## src/rtl/sci_pkg.sv

```systemverilog
package sci_pkg;
  typedef enum logic [1:0] {PH_CMD, PH_WR, PH_RD} phase_e;
  typedef enum logic [2:0] {TGT_NONE, TGT_A, TGT_B, TGT_EN, TGT_LINE, TGT_REV} tgt_e;

  // opcode pairs, bit 0 cleared; bit 0 of the received code is the direction
  localparam logic [7:0] OPP_A    = 8'h44;
  localparam logic [7:0] OPP_B    = 8'h46;
  localparam logic [7:0] OPP_EN   = 8'h4A;
  localparam logic [7:0] OPP_LINE = 8'h52;
  localparam logic [7:0] OPP_REV  = 8'h72;
endpackage

```

## src/rtl/sci_shifter.sv

```systemverilog
module sci_shifter #(
  parameter int SYNC_STAGES = 2
) (
  input  logic       clk,
  input  logic       rst_n,
  input  logic       sclk,
  input  logic       cs_n,
  input  logic       sdi,
  input  logic [7:0] tx_byte,
  input  logic       tx_pending,
  output logic [7:0] rx_byte,
  output logic       rx_valid,
  output logic       sdo,
  output logic       sdo_oe
);
  localparam int TOP = SYNC_STAGES - 1;

  logic [TOP:0] cs_pipe, sclk_pipe, sdi_pipe;
  logic cs_s, sclk_s, sdi_s, sclk_d, cs_d;
  logic sclk_rise, sclk_fall, cs_fall;
  logic [3:0] bit_cnt;
  logic [7:0] rx_sh, tx_sh;
  logic tx_act;

  generate
    if (SYNC_STAGES == 1) begin : g_one
      always_ff @(posedge clk or negedge rst_n) begin
        if (!rst_n) begin
          cs_pipe <= '1; sclk_pipe <= '0; sdi_pipe <= '0;
        end else begin
          cs_pipe <= cs_n; sclk_pipe <= sclk; sdi_pipe <= sdi;
        end
      end
    end else begin : g_many
      always_ff @(posedge clk or negedge rst_n) begin
        if (!rst_n) begin
          cs_pipe <= '1; sclk_pipe <= '0; sdi_pipe <= '0;
        end else begin
          cs_pipe   <= {cs_pipe[TOP-1:0], cs_n};
          sclk_pipe <= {sclk_pipe[TOP-1:0], sclk};
          sdi_pipe  <= {sdi_pipe[TOP-1:0], sdi};
        end
      end
    end
  endgenerate

  assign cs_s   = cs_pipe[TOP];
  assign sclk_s = sclk_pipe[TOP];
  assign sdi_s  = sdi_pipe[TOP];

  assign sclk_rise = !cs_s && sclk_s && !sclk_d;
  assign sclk_fall = !cs_s && !sclk_s && sclk_d;
  assign cs_fall   = cs_d && !cs_s;

  // receive path: count to eight, then hold until select rises
  always_ff @(posedge clk or negedge rst_n) begin
    if (!rst_n) begin
      sclk_d <= 1'b0; cs_d <= 1'b1;
      bit_cnt <= '0; rx_sh <= '0; rx_byte <= '0; rx_valid <= 1'b0;
    end else begin
      sclk_d   <= sclk_s;
      cs_d     <= cs_s;
      rx_valid <= 1'b0;
      if (cs_s) begin
        bit_cnt <= '0;
      end else if (sclk_rise && bit_cnt < 4'd8) begin
        rx_sh   <= {rx_sh[6:0], sdi_s};
        bit_cnt <= bit_cnt + 4'd1;
        if (bit_cnt == 4'd7) begin
          rx_byte  <= {rx_sh[6:0], sdi_s};
          rx_valid <= 1'b1;
        end
      end
    end
  end

  // transmit path: load at select fall, advance on each falling edge
  always_ff @(posedge clk or negedge rst_n) begin
    if (!rst_n) begin
      tx_sh <= '0; tx_act <= 1'b0;
    end else if (cs_s) begin
      tx_act <= 1'b0;
    end else if (cs_fall) begin
      tx_sh  <= tx_byte;
      tx_act <= tx_pending;
    end else if (sclk_fall && tx_act) begin
      tx_sh <= {tx_sh[6:0], 1'b0};
    end
  end

  assign sdo    = tx_sh[7];
  assign sdo_oe = tx_act && !cs_s;
endmodule

```

## src/rtl/sci_ctrl.sv

```systemverilog
module sci_ctrl
  import sci_pkg::*;
#(
  parameter int          NCH    = 4,
  parameter int          LINE_W = 5,
  parameter logic [7:0]  REV    = 8'h2A
) (
  input  logic                  clk,
  input  logic                  rst_n,
  input  logic [7:0]            rx_byte,
  input  logic                  rx_valid,
  input  logic [NCH*LINE_W-1:0] line_in,
  input  logic [NCH*8-1:0]      reg_a,
  input  logic [NCH*8-1:0]      reg_b,
  output logic [NCH-1:0]        en_q,
  output logic                  wr_a,
  output logic                  wr_b,
  output logic [7:0]            wr_data,
  output logic [7:0]            tx_byte,
  output logic                  tx_pending
);
  localparam int CW = (NCH > 1) ? $clog2(NCH) : 1;

  phase_e phase_q;
  tgt_e   tgt_q, dec_tgt;
  logic   dec_rd;
  logic [CW-1:0] sel;
  logic          found;

  always_comb begin
    dec_rd = rx_byte[0];
    unique case ({rx_byte[7:1], 1'b0})
      OPP_A:    dec_tgt = TGT_A;
      OPP_B:    dec_tgt = TGT_B;
      OPP_EN:   dec_tgt = TGT_EN;
      OPP_LINE: dec_tgt = dec_rd ? TGT_LINE : TGT_NONE;
      OPP_REV:  dec_tgt = dec_rd ? TGT_REV  : TGT_NONE;
      default:  dec_tgt = TGT_NONE;
    endcase
  end

  always_ff @(posedge clk or negedge rst_n) begin
    if (!rst_n) begin
      phase_q <= PH_CMD; tgt_q <= TGT_NONE; en_q <= '0;
    end else if (rx_valid) begin
      unique case (phase_q)
        PH_CMD: begin
          tgt_q <= dec_tgt;
          if (dec_rd)                   phase_q <= PH_RD;
          else if (dec_tgt != TGT_NONE) phase_q <= PH_WR;
        end
        PH_WR: begin
          if (tgt_q == TGT_EN) en_q <= rx_byte[NCH-1:0];
          phase_q <= PH_CMD;
        end
        default: phase_q <= PH_CMD;
      endcase
    end
  end

  assign wr_a    = rx_valid && phase_q == PH_WR && tgt_q == TGT_A;
  assign wr_b    = rx_valid && phase_q == PH_WR && tgt_q == TGT_B;
  assign wr_data = rx_byte;

  // lowest-numbered enabled channel wins
  always_comb begin
    sel = '0; found = 1'b0;
    for (int i = NCH - 1; i >= 0; i--) begin
      if (en_q[i]) begin
        sel = CW'(i); found = 1'b1;
      end
    end
  end

  always_comb begin
    tx_byte = 8'h00;
    unique case (tgt_q)
      TGT_A:    if (found) tx_byte = reg_a[sel*8 +: 8];
      TGT_B:    if (found) tx_byte = reg_b[sel*8 +: 8];
      TGT_EN:   tx_byte = 8'(en_q);
      TGT_LINE: if (found) tx_byte = 8'(line_in[sel*LINE_W +: LINE_W]);
      TGT_REV:  tx_byte = REV;
      default:  tx_byte = 8'h00;
    endcase
  end

  assign tx_pending = (phase_q == PH_RD);
endmodule

```

## src/rtl/sci_chregs.sv

```systemverilog
module sci_chregs #(
  parameter int NCH = 4
) (
  input  logic             clk,
  input  logic             rst_n,
  input  logic [NCH-1:0]   en,
  input  logic             wr_a,
  input  logic             wr_b,
  input  logic [7:0]       wr_data,
  output logic [NCH*8-1:0] reg_a,
  output logic [NCH*8-1:0] reg_b
);
  generate
    for (genvar c = 0; c < NCH; c++) begin : g_ch
      always_ff @(posedge clk or negedge rst_n) begin
        if (!rst_n) begin
          reg_a[c*8 +: 8] <= '0;
          reg_b[c*8 +: 8] <= '0;
        end else begin
          if (wr_a && en[c]) reg_a[c*8 +: 8] <= wr_data;
          if (wr_b && en[c]) reg_b[c*8 +: 8] <= wr_data;
        end
      end
    end
  endgenerate
endmodule

```

## src/rtl/sci_port.sv

```systemverilog
module sci_port #(
  parameter int         NCH         = 4,
  parameter int         LINE_W      = 5,
  parameter logic [7:0] REV         = 8'h2A,
  parameter int         SYNC_STAGES = 2
) (
  input  logic                  clk,
  input  logic                  rst_n,
  input  logic                  sclk,
  input  logic                  cs_n,
  input  logic                  sdi,
  output logic                  sdo,
  output logic                  sdo_oe,
  input  logic [NCH*LINE_W-1:0] line_in,
  output logic [NCH*8-1:0]      ch_a,
  output logic [NCH*8-1:0]      ch_b
);
  logic [7:0]     rx_byte, tx_byte, wr_data;
  logic           rx_valid, tx_pending, wr_a, wr_b;
  logic [NCH-1:0] en_q;

  sci_shifter #(.SYNC_STAGES(SYNC_STAGES)) u_shift (
    .clk(clk), .rst_n(rst_n), .sclk(sclk), .cs_n(cs_n), .sdi(sdi),
    .tx_byte(tx_byte), .tx_pending(tx_pending),
    .rx_byte(rx_byte), .rx_valid(rx_valid), .sdo(sdo), .sdo_oe(sdo_oe)
  );

  sci_ctrl #(.NCH(NCH), .LINE_W(LINE_W), .REV(REV)) u_ctrl (
    .clk(clk), .rst_n(rst_n), .rx_byte(rx_byte), .rx_valid(rx_valid),
    .line_in(line_in), .reg_a(ch_a), .reg_b(ch_b), .en_q(en_q),
    .wr_a(wr_a), .wr_b(wr_b), .wr_data(wr_data),
    .tx_byte(tx_byte), .tx_pending(tx_pending)
  );

  sci_chregs #(.NCH(NCH)) u_regs (
    .clk(clk), .rst_n(rst_n), .en(en_q), .wr_a(wr_a), .wr_b(wr_b),
    .wr_data(wr_data), .reg_a(ch_a), .reg_b(ch_b)
  );
endmodule

```

## config.mk

```make
export PLATFORM = sky130hd
export DESIGN_NAME = sci_port
export DESIGN_NICKNAME = d
export VERILOG_FILES = /design/src/rtl/sci_pkg.sv /design/src/rtl/sci_shifter.sv /design/src/rtl/sci_ctrl.sv /design/src/rtl/sci_chregs.sv /design/src/rtl/sci_port.sv
export SDC_FILE = /design/constraint.sdc
export NUM_CORES = 1
export LEC_CHECK = 0
export ABC_AREA = 0
export BUFFER_PORTS_ARGS = -buffer_cell sky130_fd_sc_hd__buf_2
export CAP_MARGIN = 15
export CORE_MARGIN = 2
export CORE_UTILIZATION = 45
export CTS_CLUSTER_SIZE = 25
export DETAILED_ROUTE_END_ITERATION = 16
export PLACE_DENSITY_LB_ADDON = 0.15
export REMOVE_ABC_BUFFERS = 1
export SLEW_MARGIN = 20
export SYNTH_ARGS = -nofsm -noshare
export SYNTH_HDL_FRONTEND = slang
export SYNTH_SLANG_ARGS = --single-unit
```

## constraint.sdc

```tcl
create_clock -name clk -period 4.53 [get_ports clk]
set_clock_uncertainty 0.1 [all_clocks]
set_input_delay 0.453 -clock clk [delete_from_list [all_inputs] [get_ports clk]]
set_output_delay 0.453 -clock clk [all_outputs]
set_load 0.02 [all_outputs]
```

==> results.sh, run 1 <==
export IMPL_status="finished clean"
export IMPL_final_setup_viol_count=0
export IMPL_portBuffers=90
export IMPL_cts_tree="built"
export IMPL_switching_power_w=0.000429
export IMPL_synthToLayoutAreaGrowth_pct=15.4
export IMPL_grt_pass1_wl_mm=22.4
export IMPL_tns_ns=0
export IMPL_ys_flop_type="dfrtp_1"
export IMPL_slew_headroom_pct=47.1
export IMPL_dr_pass1_iters=4
export IMPL_grt_max_degree=47
export IMPL_dr_first_iter_drc_count=238
export IMPL_clk_latency_ns=0.35
export IMPL_drv_cap=0
export IMPL_arrival_ns=2.90
export IMPL_clock_sinks=110
export IMPL_dieArea_sq_um=12700
export IMPL_pin_count=91
export IMPL_ys_ff_latch=110
export IMPL_rsz0062_at_grt="false"
export IMPL_crit_type="reg2reg"
export IMPL_grt_pass1_vias=3932
export IMPL_htree_levels=3
export IMPL_hold_violations=0
export IMPL_avgSynthCellArea_sq_um=12.0
export IMPL_nets=542
export IMPL_pwr_share_clk_pct=41.8
export IMPL_period_needed_ns=2.80
export IMPL_vias=3876
export IMPL_clk_pin_slew_ns=0.07
export IMPL_antenna_found_initial=0
export IMPL_crit_path_max_fanout=21
export IMPL_wl_per_cell_um=21.3
export IMPL_insertedDiodeCount=0
export IMPL_powerDensity_nw_per_um2=316
export IMPL_synth_warnings=0
export IMPL_post_route_period_util_pct=61.7
export IMPL_drive_gt1_share_pct=40.6
export IMPL_antenna_left=0
export IMPL_p_int_w=0.00150
export IMPL_hpwlAfterDp_mm=10.1
export IMPL_place_congestion=0.965
export IMPL_dpl_cell_area_sq_um=5810
export IMPL_worst_slew_pin_slew_ns=0.790
export IMPL_root_buffer="clkbuf_16"
export IMPL_vdd_drop_max_mv=0.159
export IMPL_synthesis_area_sq_um=5300
export IMPL_n_fill_cell=1007
export IMPL_cts_made_buffers=9
export IMPL_die_w_um=113
export IMPL_synth_distinct_cells=60
export IMPL_clock_path_buffers=2
export IMPL_fp_dieH_um=113
export IMPL_rows=39
export IMPL_worstSetupStartpointType="flop"
export IMPL_wl_mm=14.2
export IMPL_synth_enable_flop_cells=0
export IMPL_synthArstFlopShare_pct=100
export IMPL_required_ns=4.64
export IMPL_vias_per_cell=5.85
export IMPL_drv_slew=0
export IMPL_cts_resized=0
export IMPL_p_sw_share_pct=22.2
export IMPL_final_cell_area_sq_um=6110
export IMPL_syn_instance_count=440
export IMPL_initial_utilization_pct=46.2
export IMPL_drc_errors=0
export IMPL_core_area_sq_um=11500
export IMPL_combPwrFrac_pct=4.2
export IMPL_fmax_ghz=0.358
export IMPL_seq_power_share_pct=54.0
export IMPL_end_kind="flop"
export IMPL_min_path_type="in2reg"
export IMPL_grt_total_usage_pct=23.0
export IMPL_yosysSeqAreaShare_pct=52.0
export IMPL_p_leak_nw=3.00
export IMPL_cts_setup_buffers=0
export IMPL_gr_total_overflow=0
-- critical path, cell delays in order, from the launching register on --
cell	delay [ns]
dfrtp_1	0.63
or2_1	0.45
nor2_4	0.42
mux2_1	0.37
a2111oi_0	0.56
a21oi_1	0.13
-- cell usage in the layout, fill, tap and decap left out, types with 2 or more instances in the layout --
master	n
o21ai_0	15
a2111oi_0	3
inv_1	9
a31oi_1	5
nor2_1	15
a22oi_1	6
o221ai_1	5
buf_2	89
mux2_1	4
a311oi_1	2
mux4_2	4
nor2b_1	6
or3_1	4
mux2_2	87
nand2_1	40
buf_4	3
nand3_1	11
clkbuf_16	9
dfrtp_1	107
a41oi_1	2
xor2_1	2
nor3b_2	2
a21oi_1	17
o21a_1	2
a211oi_1	8
nand2b_1	3
o22ai_1	4
inv_6	2
nand3b_1	9
o2111a_1	2
mux2i_1	8
dfstp_2	3
-- flip-flops by register name, indices dropped and copies added, names as in the netlist --
signal	flops
u_shift.bit_cnt	4
u_ctrl.en_q	4
u_regs.reg_a	32
u_shift.tx_act	1
u_shift.rx_byte	8
u_regs.reg_b	32
u_shift.sdi_pipe	2
u_shift.cs_d	1
u_ctrl.phase_q	2
u_ctrl.tgt_q	3
u_shift.sclk_pipe	2
u_shift.tx_sh	8
u_shift.rx_valid	1
u_shift.cs_pipe	2
u_shift.sclk_d	1
u_shift.rx_sh	7
-- metrics by stage --
step | setup slack, ns | hold slack [ns] | power [W] | utilization [%] | std cells
floorplan | 2.27 | 0.0574 | 0.00109 | - | 412
global placement | 1.70 | 0.235 | 0.00114 | 50.6 | 647
detailed placement | 1.76 | 0.243 | 0.00114 | 50.6 | 647
CTS | 1.75 | 0.0889 | 0.00195 | 53.3 | 663
global route | 1.54 | 0.0896 | 0.00200 | 53.3 | 663
finish | 1.73 | 0.0930 | 0.00193 | 53.3 | 663
-- metal layers --
metal / vias up / part of all wire, % / GRT usage, %
met2: 116 / 47 / 34.6
met5: - / 0 / 0
met4: 0 / 1.6 / 6.99
li1: 1762 / - / -
met3: 18 / 4.0 / 3.94
met1: 1980 / 48 / 34.3
-- power groups by stage --
stage	Sequential, W	Clock [W]	Combinational [W]
after floorplan	0.00105	0	0.0000413
after detailed placement	0.00106	0	0.0000814
after CTS	0.00104	0.000820	0.0000826
after global routing	0.00105	0.000860	0.0000909
final	0.00104	0.000807	0.0000805
after global placement	0.00106	0	0.0000794
-- cells in the mapped netlist (2+ instances only) --
cell type | instances | area [sq um]
dfrtp_1 | 107 | 2680
mux2_2 | 87 | 980
nand2_1 | 40 | 150
a21oi_1 | 17 | 85.1
nor2_1 | 15 | 56.3
o21ai_0 | 15 | 75.1
clkbuf_1 | 12 | 45.0
nand3_1 | 11 | 55.1
buf_2 | 10 | 50.1
inv_1 | 9 | 33.8
nand3b_1 | 9 | 67.6
a211oi_1 | 8 | 60.1
mux2i_1 | 8 | 80.1
a22oi_1 | 6 | 45.0
nor2b_1 | 6 | 37.5
a31oi_1 | 5 | 31.3
o221ai_1 | 5 | 43.8
mux2_1 | 4 | 45.0
mux4_2 | 4 | 90.1
o22ai_1 | 4 | 25.0
or3_1 | 4 | 25.0
a2111oi_0 | 3 | 26.3
buf_6 | 3 | 33.8
dfstp_2 | 3 | 78.8
nand2b_1 | 3 | 18.8
a311oi_1 | 2 | 17.5
a41oi_1 | 2 | 17.5
buf_4 | 2 | 15.0
nor3b_2 | 2 | 25.0
o2111a_1 | 2 | 22.5
o21a_1 | 2 | 15.0
xor2_1 | 2 | 17.5
-- final cells by class --
| type | count | area [sq um] | share of cell area [%] |
|---|---|---|---|
| clock buffer | 11 | 243 | 3.97 |
| clock inverter | 4 | 55.1 | 0.901 |
| inverter | 10 | 37.5 | 0.614 |
| multi-input combinational | 292 | 2360 | 38.7 |
| sequential | 110 | 2760 | 45.1 |
| tap | 143 | 179 | 2.93 |
| timing repair buffer | 93 | 478 | 7.82 |
-- worst paths after layout --
check                                          from             endpoint  slack, ns  depth (start not counted)
worst max-delay path                 u_ctrl.en_q[1]     u_shift.tx_sh[1]       1.73                          5
worst min-delay path                           cs_n   u_shift.cs_pipe[0]       0.09                          1
worst max register to register       u_ctrl.en_q[1]     u_shift.tx_sh[1]       1.73                          5
worst min register to register  u_shift.sdi_pipe[0]  u_shift.sdi_pipe[1]       0.26                          0
max in group asynchronous                     rst_n      u_regs.reg_a[0]       2.86                          3
min in group asynchronous                     rst_n     u_regs.reg_b[31]       0.51                          2
-- cells by family (layout without fill, tap and decap cells) --
kind of cell | after synthesis | in the layout | share of synthesized area [%]
flops | 110 | 110 | 52.0
mux | 104 | 104 | 22.8
simple gates | 104 | 104 | 10.5
compound gates | 81 | 81 | 10.6
buf+inv | 38 | 118 | 3.50
xor+xnor | 2 | 2 | 0.331
fa+ha+maj | 1 | 1 | 0.236
-- timing repair --
action                     CTS  global route
hold endpoints to repair    36             0
setup endpoints to repair    0             0
hold buffers                 1             0
No activity file was read; power rests on OpenSTA's default activity.
==> run 2: changes to the inputs <==
ABC_AREA = 1   (was 0)
clock period = 2.45 ns   (was 4.53 ns; I/O delays follow)
==> run 2 against run 1 <==
Against the previous run:
- area after synthesis decreased by 0.12%
- power increased by 87%
- count of clock-buffer cells in the layout is 3 higher
- cell count rose by 38%
- register-to-register slack got worse by 1.4 ns
- sequential share of layout area decreased by 1.5 points
- routed wire length grew 7.2%
- hold slack improved by 0.14 ns
- critical path depth grew 1
- critical path type unchanged
==> results.sh, run 2 <==
export IMPL_drc_errors=0
export IMPL_avgSynthCellArea_sq_um=7.91
export IMPL_required_ns=2.56
export IMPL_yosysSeqAreaShare_pct=52.1
export IMPL_htree_levels=3
export IMPL_root_buffer="clkbuf_16"
export IMPL_worstPathCellList="inv_1 > nand3_1 > inv_1 > nand3_2 > nand2_1 > o21ai_0"
export IMPL_synth_warnings=0
export IMPL_pin_count=91
export IMPL_clock_sinks=110
export IMPL_nets=792
export IMPL_ys_ff_latch=110
export IMPL_critPathSlowestCell="inv_1"
export IMPL_powerDensity_nw_per_um2=570
export IMPL_synthArstFlopShare_pct=100
export IMPL_worst_slew_pin_slew_ns=0.597
export IMPL_period_needed_ns=2.14
export IMPL_p_leak_nw=3.18
export IMPL_cts_made_buffers=9
export IMPL_clk_pin_slew_ns=0.07
export IMPL_place_congestion=0.909
export IMPL_vias_per_cell=5.25
export IMPL_synthTopCellsByCount="nand2_1 (214), dfrtp_1 (107), o21ai_0 (88)"
export IMPL_layout_common_cells="nand2_1 (214), dfrtp_1 (107), buf_2 (89)"
export IMPL_clk_latency_ns=0.35
export IMPL_syn_instance_count=669
export IMPL_rows=39
export IMPL_wl_mm=15.2
export IMPL_worstSetupStartpointType="flop"
export IMPL_vias=4803
export IMPL_setup_ws_ns=0.307
export IMPL_critical_path_max_stage_delay_ns=0.50
export IMPL_drv_slew=0
export IMPL_crit_path_max_fanout=16
export IMPL_fp_dieH_um=112
export IMPL_dieArea_sq_um=12600
export IMPL_grt_pass1_vias=4774
export IMPL_wl_per_cell_um=16.6
export IMPL_drv_cap=0
export IMPL_yosys_area_top_type="dfrtp_1"
export IMPL_end_kind="flop"
export IMPL_crit_path_frequent_cell="inv_1"
export IMPL_portBuffers=90
export IMPL_vdd_drop_max_mv=0.429
export IMPL_status="finished clean"
export IMPL_synthesis_area_sq_um=5290
export IMPL_dr_pass1_iters=5
export IMPL_grt_total_usage_pct=25.3
export IMPL_hold_violations=0
export IMPL_core_area_sq_um=11500
export IMPL_synth_enable_flop_cells=0
export IMPL_ys_flop_type="dfrtp_1"
export IMPL_initial_utilization_pct=46.1
export IMPL_antenna_found_initial=0
export IMPL_grt_pass1_wl_mm=24.9
export IMPL_arrival_ns=2.26
export IMPL_min_path_type="in2reg"
export IMPL_cts_tree="built"
export IMPL_post_route_period_util_pct=87.5
export IMPL_tns_ns=0
export IMPL_dr_first_iter_drc_count=469
export IMPL_fmax_ghz=0.467
export IMPL_yosysMostFrequentCell="nand2_1"
export IMPL_synth_top_cell_area_share_pct=50.6
export IMPL_insertedDiodeCount=0
export IMPL_drive_gt1_share_pct=18.5
export IMPL_reg_largest_list="u_regs.reg_a (32), u_regs.reg_b (32)"
export IMPL_clock_path_buffers=2
export IMPL_gr_total_overflow=0
export IMPL_yosys_top_cells_area="dfrtp_1 (51%), nand2_1 (15%), o21ai_0 (8.3%), nand3_1 (6.4%), inv_1 (5.7%)"
export IMPL_die_w_um=112
export IMPL_antenna_left=0
export IMPL_rsz0062_at_grt="false"
export IMPL_synth_distinct_cells=31
export IMPL_synthToLayoutAreaGrowth_pct=19.4
export IMPL_final_setup_viol_count=0
export IMPL_hpwlAfterDp_mm=10.8
export IMPL_crit_type="reg2reg"
export IMPL_layout_commonest_cell="nand2_1"
export IMPL_slew_headroom_pct=60.2
export IMPL_pre_cts_slack_ns=0.0827
export IMPL_grt_max_degree=40
## run 2: cell count changes after synthesis, moves of 5 or more
cell	before	now
nand2_1	40	214
a22oi_1	6	0
nor2b_1	6	0
inv_1	9	81
o21ai_1	1	8
a31oi_1	5	0
nand3_1	11	68
mux2i_1	8	0
a211oi_1	8	2
mux2_2	87	0
o21ai_0	15	88
o221ai_1	5	0
## run 2: layout make-up
class | count | area (sq um)
clock buffers | 14 | 284
flip-flops and latches | 110 | 2760
clock inverters | 2 | 37.5
fillers | 1108 | 5150
well taps | 143 | 179
repair buffers | 112 | 653
inverters | 85 | 319
multi-input cells | 448 | 2090
## run 2: repair_timing
action	4_1_cts	5_1_grt
setup endpoints to repair	0	8
hold buffers	4	0
endpoints found under the hold margin	37	0
setup buffers	0	0
resized for setup	0	1
## run 2: layer usage
metal | GRT usage (%) | vias to the layer above | wire length, um
met3 | 3.46 | 15 | 802
met1 | 35.9 | 2291 | 7000
met5 | 0 | - | 0
met2 | 40.9 | 152 | 7150
li1 | - | 2345 | -
met4 | 7.24 | 0 | 214
## run 2: worst paths after layout
| check | from | to | slack (ns) | cells after the start |
|---|---|---|---|---|
| worst max register to register | u_ctrl.tgt_q[1] | u_regs.reg_a[31] | 0.31 | 6 |
| min in group asynchronous | rst_n | u_regs.reg_a[26] | 0.34 | 2 |
| max in group asynchronous | rst_n | u_regs.reg_a[0] | 1.31 | 3 |
| worst min register to register | u_shift.sdi_pipe[0] | u_shift.sdi_pipe[1] | 0.25 | 0 |
| worst max-delay path | u_ctrl.tgt_q[1] | u_regs.reg_a[31] | 0.31 | 6 |
| worst min-delay path | line_in[5] | u_shift.tx_sh[0] | 0.24 | 5 |
## run 2: cells by family (layout without fill, tap and decap cells)
family / count (synthesis) / in the layout / share of synthesized area, %
buffers and inverters: 111 / 213 / 8.49
DFF: 110 / 110 / 52.1
adders and majority gates: 1 / 1 / 0.236
and+or+nand+nor: 322 / 322 / 26.6
AOI/OAI and AO/OA: 125 / 125 / 12.6
## run 2: through the flow
stage | cells | utilization (%) | total power (W) | hold slack (ns) | cell area, sq um
after detailed placement | 894 | 51.9 | 0.00208 | 0.184 | 5950
after global placement | 894 | 51.9 | 0.00207 | 0.176 | 5950
after global routing | 914 | 55.1 | 0.00372 | 0.253 | 6320
final | 914 | 55.1 | 0.00360 | 0.238 | 6320
after floorplan | 643 | - | 0.00198 | -0.151 | 5160
after CTS | 914 | 55.1 | 0.00362 | 0.211 | 6310
## run 2: critical path, delay by kind of cell (launching register included)
kind	cells	cell delay, ns
compound gates	1	0.10
simple gates	3	0.81
buf+inv	2	0.60
flops	1	0.39
## run 2: report_power, final
part | internal, W | total (W) | switching [W]
sequential | 0.00187 | 0.00189 | 0.0000287
combinational | 0.0000553 | 0.000152 | 0.0000963
clock | 0.000906 | 0.00156 | 0.000652
